### src/rtl/adw_pkg.sv
package adw_pkg;
  localparam int ADDR_W  = 40;
  localparam int GRAN_W  = 16;
  localparam int HI_W    = ADDR_W - GRAN_W;
  localparam int SIZE_W  = 16;
  localparam int TGT_W   = 4;
  localparam int NUM_WIN = 5;

  typedef struct packed {
    logic              en;
    logic [TGT_W-1:0]  tgt;
    logic [HI_W-1:0]   base;
    logic [SIZE_W-1:0] size;
    logic [HI_W-1:0]   remap;
  } win_cfg_t;
endpackage

### src/rtl/adw_regs.sv
module adw_regs
  import adw_pkg::*;
#(
  parameter int NWIN  = NUM_WIN,
  parameter int WA_W  = 5,
  localparam int IDX_W = WA_W - 2
) (
  input  logic                      clk,
  input  logic                      rst_n,
  input  logic                      wr,
  input  logic [WA_W-1:0]           waddr,
  input  logic [HI_W-1:0]           wdata,
  output logic [HI_W-1:0]           rdata,
  output win_cfg_t [NWIN-1:0]       cfg
);
  logic [IDX_W-1:0] idx;
  logic [1:0]       sel;
  assign idx = waddr[WA_W-1:2];
  assign sel = waddr[1:0];

  for (genvar w = 0; w < NWIN; w++) begin : g_win
    win_cfg_t r;
    always_ff @(posedge clk or negedge rst_n) begin
      if (!rst_n) begin
        r <= '0;
      end else if (wr && idx == IDX_W'(w)) begin
        unique case (sel)
          2'd0: begin
            r.en  <= wdata[0];
            r.tgt <= wdata[7:4];
          end
          2'd1: r.base  <= wdata;
          2'd2: r.size  <= wdata[SIZE_W-1:0];
          2'd3: r.remap <= wdata;
        endcase
      end
    end
    assign cfg[w] = r;
  end

  always_comb begin
    rdata = '0;
    for (int w = 0; w < NWIN; w++) begin
      if (idx == IDX_W'(w)) begin
        unique case (sel)
          2'd0: rdata = HI_W'({cfg[w].tgt, 3'b000, cfg[w].en});
          2'd1: rdata = cfg[w].base;
          2'd2: rdata = HI_W'(cfg[w].size);
          2'd3: rdata = cfg[w].remap;
        endcase
      end
    end
  end
endmodule

### src/rtl/adw_match.sv
module adw_match
  import adw_pkg::*;
(
  input  logic              en,
  input  logic [HI_W-1:0]   base,
  input  logic [SIZE_W-1:0] size,
  input  logic [HI_W-1:0]   remap,
  input  logic [HI_W-1:0]   a_hi,
  output logic              hit,
  output logic [HI_W-1:0]   xlat,
  output logic              bad
);
  logic [HI_W-1:0] mask;
  assign mask = HI_W'(size);
  assign hit  = en && ((a_hi & ~mask) == (base & ~mask));
  assign xlat = (remap & ~mask) | (a_hi & mask);
  assign bad  = (size & (size + SIZE_W'(1))) != '0;
endmodule

### src/rtl/adw_prio.sv
module adw_prio
  import adw_pkg::*;
#(
  parameter int NWIN = NUM_WIN
) (
  input  logic [NWIN-1:0]             hit,
  input  logic [NWIN-1:0][TGT_W-1:0]  tgt,
  input  logic [NWIN-1:0][HI_W-1:0]   xlat,
  output logic                        any,
  output logic [TGT_W-1:0]            sel_tgt,
  output logic [HI_W-1:0]             sel_xlat
);
  always_comb begin
    any      = 1'b0;
    sel_tgt  = '0;
    sel_xlat = '0;
    for (int w = NWIN - 1; w >= 0; w--) begin
      if (hit[w]) begin
        any      = 1'b1;
        sel_tgt  = tgt[w];
        sel_xlat = xlat[w];
      end
    end
  end
endmodule

### src/rtl/addr_win_decode.sv
module addr_win_decode
  import adw_pkg::*;
#(
  parameter int NWIN = NUM_WIN,
  parameter int WA_W = 5
) (
  input  logic               clk,
  input  logic               rst_n,
  input  logic               reg_wr,
  input  logic [WA_W-1:0]    reg_waddr,
  input  logic [HI_W-1:0]    reg_wdata,
  output logic [HI_W-1:0]    reg_rdata,
  input  logic               lk_valid,
  output logic               lk_ready,
  input  logic [ADDR_W-1:0]  lk_addr,
  output logic               res_valid,
  input  logic               res_ready,
  output logic               res_hit,
  output logic               res_miss,
  output logic [TGT_W-1:0]   res_tgt,
  output logic [ADDR_W-1:0]  res_addr,
  output logic [NWIN-1:0]    size_bad
);
  win_cfg_t [NWIN-1:0]            cfg;
  logic [NWIN-1:0]                w_hit;
  logic [NWIN-1:0][HI_W-1:0]      w_xlat;
  logic [NWIN-1:0][TGT_W-1:0]     w_tgt;
  logic [NWIN-1:0]                en_vec;
  logic                           any;
  logic [TGT_W-1:0]               sel_tgt;
  logic [HI_W-1:0]                sel_xlat;

  adw_regs #(.NWIN(NWIN), .WA_W(WA_W)) regs_i (
    .clk(clk), .rst_n(rst_n), .wr(reg_wr), .waddr(reg_waddr),
    .wdata(reg_wdata), .rdata(reg_rdata), .cfg(cfg)
  );

  for (genvar w = 0; w < NWIN; w++) begin : g_m
    adw_match match_i (
      .en(cfg[w].en), .base(cfg[w].base), .size(cfg[w].size),
      .remap(cfg[w].remap), .a_hi(lk_addr[ADDR_W-1:GRAN_W]),
      .hit(w_hit[w]), .xlat(w_xlat[w]), .bad(size_bad[w])
    );
    assign w_tgt[w]  = cfg[w].tgt;
    assign en_vec[w] = cfg[w].en;
  end

  adw_prio #(.NWIN(NWIN)) prio_i (
    .hit(w_hit), .tgt(w_tgt), .xlat(w_xlat),
    .any(any), .sel_tgt(sel_tgt), .sel_xlat(sel_xlat)
  );

  assign res_hit   = any;
  assign res_miss  = !any;
  assign res_tgt   = sel_tgt;
  assign res_addr  = any ? {sel_xlat, lk_addr[GRAN_W-1:0]} : '0;
  assign res_valid = lk_valid;
  assign lk_ready  = res_ready;
endmodule

### config.mk
export PLATFORM = sky130hd
export DESIGN_NAME = addr_win_decode
export DESIGN_NICKNAME = d
export VERILOG_FILES = /design/src/rtl/adw_pkg.sv /design/src/rtl/adw_regs.sv /design/src/rtl/adw_match.sv /design/src/rtl/adw_prio.sv /design/src/rtl/addr_win_decode.sv
export SDC_FILE = /design/constraint.sdc
export NUM_CORES = 1
export LEC_CHECK = 0
export ABC_AREA = 0
export BUFFER_PORTS_ARGS = -buffer_cell sky130_fd_sc_hd__buf_2
export CAP_MARGIN = 20
export CORE_ASPECT_RATIO = 1.5
export CORE_MARGIN = 1.5
export CORE_UTILIZATION = 50
export DETAILED_ROUTE_END_ITERATION = 7
export GPL_TIMING_DRIVEN = 1
export HOLD_SLACK_MARGIN = 0.15
export PLACE_DENSITY = 0.67
export SYNTH_ARGS = -nofsm -noshare
export SYNTH_HDL_FRONTEND = slang
export SYNTH_SLANG_ARGS = --single-unit
### constraint.sdc
create_clock -name clk -period 5.6 [get_ports clk]
set_input_delay 0.84 -clock clk [delete_from_list [all_inputs] [get_ports clk]]
set_output_delay 0.84 -clock clk [all_outputs]
set_load 0.05 [all_outputs]
==> results of run 1 <==
per-stage QoR:
stage / util [%] / std cells / setup slack, ns
after floorplan: - / 1819 / 1.14
after global placement: 53.6 / 2363 / 0.703
after detailed placement: 53.7 / 2364 / 0.715
after CTS: 57.0 / 2431 / 0.701
after global routing: 57.0 / 2432 / 0.580
final: 57.0 / 2432 / 0.550
final cells by class:
class                           count  area share, %
Clock buffer                       52           4.68
Inverter                           42          0.699
Antenna cell                        1         0.0109
Multi-Input combinational cell   1269           47.6
Clock inverter                     15           1.05
Timing Repair Buffer              202           5.53
Tap cell                          506           2.76
Sequential cell                   345           37.7
worst max-delay path: cells and delay by family:
family                    cells  cell delay (ns)
and+or+nand+nor               3             0.99
xor gates and xnor gates      1             0.35
buffers and inverters         3             0.79
AOI/OAI and AO/OA             3             1.18
cell families (layout without fill, tap and decap cells):
family | after synthesis | in the layout
muxes | 505 | 505
DFF | 345 | 345
other | 0 | 1
buffers and inverters | 205 | 311
and+or+nand+nor | 255 | 255
AOI/OAI and AO/OA | 389 | 389
xor gates and xnor gates | 120 | 120
power by group through the flow:
stage / logic [mW] / clock network (mW) / registers [mW]
4_1_cts: 1.88 / 2.70 / 3.64
3_3_place_gp: 1.84 / 0 / 3.67
2_1_floorplan: 1.39 / 0 / 3.39
3_5_place_dp: 1.87 / 0 / 3.69
5_1_grt: 2.03 / 2.78 / 3.71
6_report: 1.92 / 2.69 / 3.67
cells in the final DEF (no fill, tap or decap), drive strengths merged, types with 3 or more instances in the layout:
| cell type | instances |
|---|---|
| a21oi | 89 |
| a221oi | 59 |
| a222oi | 3 |
| a22oi | 3 |
| a31oi | 8 |
| buf | 202 |
| bufinv | 5 |
| clkbuf | 52 |
| clkinv | 6 |
| dfrtp | 345 |
| inv | 45 |
| mux2 | 378 |
| mux2i | 108 |
| mux4 | 19 |
| nand2 | 86 |
| nand3 | 12 |
| nand4 | 13 |
| nor2 | 80 |
| nor2b | 24 |
| nor3 | 8 |
| nor4 | 10 |
| nor4b | 8 |
| o211ai | 23 |
| o21ai | 79 |
| o21bai | 3 |
| o221ai | 11 |
| o22ai | 80 |
| o31ai | 8 |
| o32ai | 5 |
| o41ai | 8 |
| or2 | 3 |
| xnor2 | 114 |
| xor2 | 6 |
worst min-delay path by stage:
stage | depth (start not counted) | to | start
finish | 1 | regs_i.cfg[142] | rst_n
global route | 1 | regs_i.cfg[142] | rst_n
CTS | 1 | regs_i.cfg[66] | rst_n
detailed placement | 1 | regs_i.cfg[135] | regs_i.cfg[135]
global placement | 1 | regs_i.cfg[135] | regs_i.cfg[135]
floorplan | 1 | regs_i.cfg[135] | regs_i.cfg[135]
metal layers:
layer / global-route usage, % / routed length [µm] / up-vias
met5: 0 / 0 / -
met4: 29.7 / 7190 / 0
met3: 6.51 / 6130 / 350
met2: 62.1 / 37500 / 963
met1: 43.0 / 27500 / 8226
li1: - / - / 6873
==> run_results.csv, run 1 <==
group,metric,value,unit
grt,grt_overflow,0,
detailed_routing,routed_via_density,6.75,
detailed_routing,ant_nets,0,
timing,slew_violations,0,
timing,period_needed,5.05,ns
setup_path,cp-startpoint,"lk_addr[29]",
synthesis,ys_ff_latch,345,
job,cap_violations,0,
placement,hpwl,54500,µm
setup_path,critical_path_class,"input port to output port",
detailed_routing,drc,0,
setup_path,required,4.76,ns
synthesis,synth_top_family_by_area,"multiplexers",
timing,whs,0.320,ns
synthesis,avgSynthCellArea,11.2,µm²
synthesis,synthTopCellsByCount,"378 x mux2_2, 345 x dfrtp_1, 113 x xnor2_1",
detailed_routing,dr_total_vias,16412,
setup_path,max_stage_delay,0.64,ns
synthesis,yosys.area.top_type,"dfrtp_1",
synthesis,yosys.area_share.simple,5.98,%
setup_path,worstSetupEndpointType,"output port",
power,clockPowerShare,32.5,%
final_layout,fillers,3427,
detailed_routing,wl_per_cell,32.2,µm
synthesis,synthXorXnorAreaFrac,5.20,%
grt,grt.total_usage,37.6,%
setup_path,startpoint_type,"input port",
timing,worst_pin_slew,1.14,ns
clocking,ctsResizeCount,0,
final_layout,seq_area,0.00863,mm²
placement,place.gp.congestion,0.992,
placement,dpl_cell_area,0.0216,mm²
power,internal-power,5.50,mW
clocking,cts_setup_buffers,0,
final_layout,nets,1971,
setup_path,crit_top_cell,"buf_2",
power,p_sw_share,33.5,%
final_layout,largest_reg_flops,345,
die,die-width,168,µm
power,pwr-share-comb,23.2,%
synthesis,synth_compound_area_share,13.4,%
clocking,clkSlewWorstSetupHoldPaths,0.06,ns
setup_path,endpoint,"res_addr[18]",
power,power,8.27,mW
synthesis,synth_seq_area_share,42.4,%
final_layout,finalInstanceArea,0.0229,mm²
power,seq_power_share,44.3,%
synthesis,postSynthNetCount,1893,
power,power_switching,2.77,mW
grt,grt_pass1_wl,115000,µm
final_layout,drive_above_1_share,37.7,%
die,core_area,0.0402,mm²
final_layout,multi_input_area,0.0109,mm²
clocking,root_buffer,"clkbuf_16",
run_status,status,"finished, final reports clean",
clocking,tritoncts,"built",
timing,setup_viol,0,
die,start_util,50.7,%
final_layout,area_growth,12.4,%
setup_path,r2r-end,"regs_i.cfg[168]",
timing,finClkSkew,0,ns
synthesis,syn_inst,1819,
synthesis,synth_area_leaders,"dfrtp_1 42%, mux2_2 21%, mux2i_1 5.3%, xnor2_1 4.9%, a221oi_2 2.5%",
clocking,clk_latency,0.57,ns
setup_path,r2r-start,"regs_i.cfg[168]",
setup_path,path_max_fanout,16,
clocking,htreeDepth,2,
power,peakVddDrop,0.372,mV
timing,period_share,90.2,%
die,fp-row-count,90,
timing,slew_headroom,24.1,%
setup_path,cp_slowest_cell,"a2111oi_2",
hold_path,hold_class,"input port to asynchronous set/reset pin",
synthesis,synth_fa_ha_area_share,0,%
timing,rsz0062_at_grt,"no",
detailed_routing,postRouteWirelength,78400,µm
synthesis,synthDistinctLibCells,60,
synthesis,ys.flop_type,"dfrtp_1",
placement,port_buffers,146,
timing,finalHoldViolations,0,
synthesis,synth-async-reset-ratio,100,%
clocking,postCtsHoldBufs,0,
setup_path,worst_r2r_path_depth,2,
die,dieHeight,250,µm
synthesis,yosys_warnings,0,
clocking,clk_path_buf_depth,3,
synthesis,synth_most_common_cell,"mux2_2",
die,ios,151,
detailed_routing,dr.pass1.iters,5,
grt,antenna_found_initial,2,
grt,grt_max_degree,130,
setup_path,r2r_setup_slack,4.56,ns
synthesis,synth.cell_area,0.0204,mm²
synthesis,synth_top_area_share,42.4,%
timing,tns,0,ns
setup_path,worstPathArrival,4.21,ns
synthesis,synth.area.mux_share,28.3,%
grt,grt_pass1_vias,16909,
clocking,cts_buffers,37,
setup_path,crit_chain,"buf_2 > xnor2_1 > o22ai_1 > a2111oi_2 > nand3_1 > nor3_2 > nor3_4 > buf_4 > a221oi_2 > buf_2",
power,leakage,9.65,nW
synthesis,synth_edf_count,0,
power,power.density,361,mW/mm²
clocking,clock-sinks,345,
die,dieArea,0.0420,mm²
timing,fmax,198,MHz
detailed_routing,dr.first_iter.drc_count,1563,
(Power assumes the default switching activity.)
==> run 2: changes to the inputs <==
Settings changed: GPL_TIMING_DRIVEN 1 to 0.
==> run 2 against run 1 <==
Effect of this change:
- the flow now finishes with violations (negative setup slack)
- clock skew stayed put
- combinational power is 4% higher
- hold slack worse by 0.089 ns
- worst setup slack worse by 0.64 ns
- first-iteration DRC count is 45% higher
==> run_results.csv, run 2 (synthesized netlist as in run 1, its figures left out) <==
group,metric,value,unit
run_status,status,"finished, violations left",
run_status,violations,"negative setup slack",
grt,met2_usage,68.2,%
timing,setup_viol,4,
clocking,root_buffer,"clkbuf_16",
placement,place.gp.congestion,1.05,
setup_path,crit_cells,8,
placement,hpwl,66300,µm
setup_path,startpoint_type,"input port",
setup_path,cp-startpoint,"reg_waddr[1]",
setup_path,path_max_fanout,10,
timing,finClkSkew,0,ns
clocking,clk_latency,0.55,ns
grt,grt_pass1_wl,127000,µm
grt,grt_overflow,0,
die,fp-row-count,90,
job,cap_violations,0,
setup_path,worstSetupEndpointType,"output port",
detailed_routing,dr.pass1.iters,6,
timing,fin_ws,-0.0946,ns
timing,worst_pin_slew,1.26,ns
setup_path,crit_chain,"buf_2 > clkbuf_1 > buf_1 > clkdlybuf4s15_2 > clkbuf_1 > o21ai_0 > a21oi_1 > buf_2",
timing,period_share,102,%
setup_path,r2r-end,"regs_i.cfg[167]",
final_layout,final_common_cell,"mux2_2",
detailed_routing,drc,0,
setup_path,endpoint,"reg_rdata[2]",
die,start_util,50.7,%
final_layout,fillers,3525,
clocking,clk_path_buf_depth,3,
placement,pre_cts_slack,-0.0869,ns
power,power.density,358,mW/mm²
final_layout,area_growth,13.6,%
detailed_routing,wl_per_cell,35.7,µm
grt,antenna_found_initial,3,
grt,grt_pass1_vias,17616,
clocking,cts_setup_buffers,0,
setup_path,cp_slowest_cell,"clkbuf_1",
detailed_routing,postRouteWirelength,90200,µm
setup_path,path_buf_inv,6,
die,dieHeight,250,µm
final_layout,nets,2061,
timing,fmax,176,MHz
timing,rsz0062_at_grt,"no",
final_layout,largest_reg_flops,345,
setup_path,max_stage_delay,0.82,ns
placement,dpl_cell_area,0.0218,mm²
final_layout,finalInstanceArea,0.0231,mm²
grt,grt_max_degree,114,
grt,grt.total_usage,42.9,%
timing,finalHoldViolations,0,
final_layout,drive_above_1_share,34.2,%
setup_path,r2r-start,"regs_i.cfg[167]",
setup_path,r2r_setup_slack,4.50,ns
detailed_routing,dr_total_vias,17523,
power,peakVddDrop,0.261,mV
detailed_routing,routed_via_density,6.95,
clocking,clkSlewWorstSetupHoldPaths,0.06,ns
setup_path,critical_path_class,"input port to output port",
setup_path,cp_top_family,"buffers and inverters",
timing,slew_violations,0,
timing,period_needed,5.69,ns
die,ios,151,
detailed_routing,ant_nets,0,
hold_path,hold_class,"input port to asynchronous set/reset pin",
setup_path,required,4.76,ns
clocking,clock-sinks,345,
die,core_area,0.0402,mm²
setup_path,worst_r2r_path_depth,1,
final_layout,fin_util,57.6,%
power,leakage,9.70,nW
grt,grt.met1_usage,47.7,%
clocking,htreeDepth,2,
die,die-width,168,µm
die,dieArea,0.0420,mm²
grt,busiest_layer,"met2",
placement,port_buffers,107,
detailed_routing,dr.first_iter.drc_count,2264,
setup_path,worstPathArrival,4.85,ns
timing,slew_headroom,16.0,%
clocking,tritoncts,"built",
final_layout,layout_common_cells,"378 x mux2_2, 345 x dfrtp_1, 129 x buf_2",
grt,met3_usage,9.92,%
clocking,cts_buffers,38,
==> run 2: cell types whose count changed in the layout (fill, tap and decap cells not counted), moves of 10 or more <==
cell,delta
buf_6,+16
buf_8,+13
nor2_1,+14
clkbuf_1,+102
nor2_4,-10
buf_2,-15
buf_4,-39
==> run 2: area by class of cell <==
| class | count | area (µm²) | area share (%) |
|---|---|---|---|
| inverter | 42 | 160 | 0.692 |
| sequential | 345 | 8630 | 37.3 |
| multi-input combinational | 1269 | 10800 | 46.6 |
| timing repair buffer | 128 | 873 | 3.77 |
| antenna | 2 | 5.00 | 0.0216 |
| buffer | 163 | 805 | 3.48 |
| clock inverter | 16 | 145 | 0.627 |
| clock buffer | 52 | 1110 | 4.78 |
| tap | 506 | 633 | 2.74 |
==> run 2: report_power, final <==
group | switching [mW] | internal [mW] | total, mW
sequential | 0.693 | 2.99 | 3.68
clock | 1.12 | 1.48 | 2.61
combinational | 1.05 | 0.943 | 1.99
total | 2.86 | 5.41 | 8.28
==> run 2: metrics by stage <==
stage	total power [mW]	instances	hold slack, ns	TNS (ns)
global placement	5.54	2432	0.492	-1094.52
CTS	8.17	2512	0.249	0
floorplan	4.78	1819	0.479	0
finish	8.28	2523	0.231	-0.262
global route	8.48	2521	0.273	0
detailed placement	5.61	2444	0.508	-0.328
==> run 2: worst min-delay path by stage <==
stage,start,endpoint,slack (ns),depth (start not counted)
2_1_floorplan,regs_i.cfg[135],regs_i.cfg[135],0.48,1
3_3_place_gp,regs_i.cfg[135],regs_i.cfg[135],0.49,1
3_5_place_dp,regs_i.cfg[135],regs_i.cfg[135],0.51,1
4_1_cts,rst_n,regs_i.cfg[66],0.25,1
5_1_grt,rst_n,regs_i.cfg[125],0.27,1
6_report,rst_n,regs_i.cfg[65],0.23,1
==> run 2: layer usage <==
layer  vias to the layer above  share of wire [%]
li1                       7046                  -
met5                         -              0.018
met4                         2                 11
met3                       462                9.3
met2                      1235                 46
met1                      8778                 34
==> run 2: what timing repair did <==
action | 4_1_cts | 5_1_grt
gates resized for setup | 2 | 0
hold buffers | 0 | 0
hold endpoints to repair | 0 | 0
setup endpoints to repair | 6 | 0
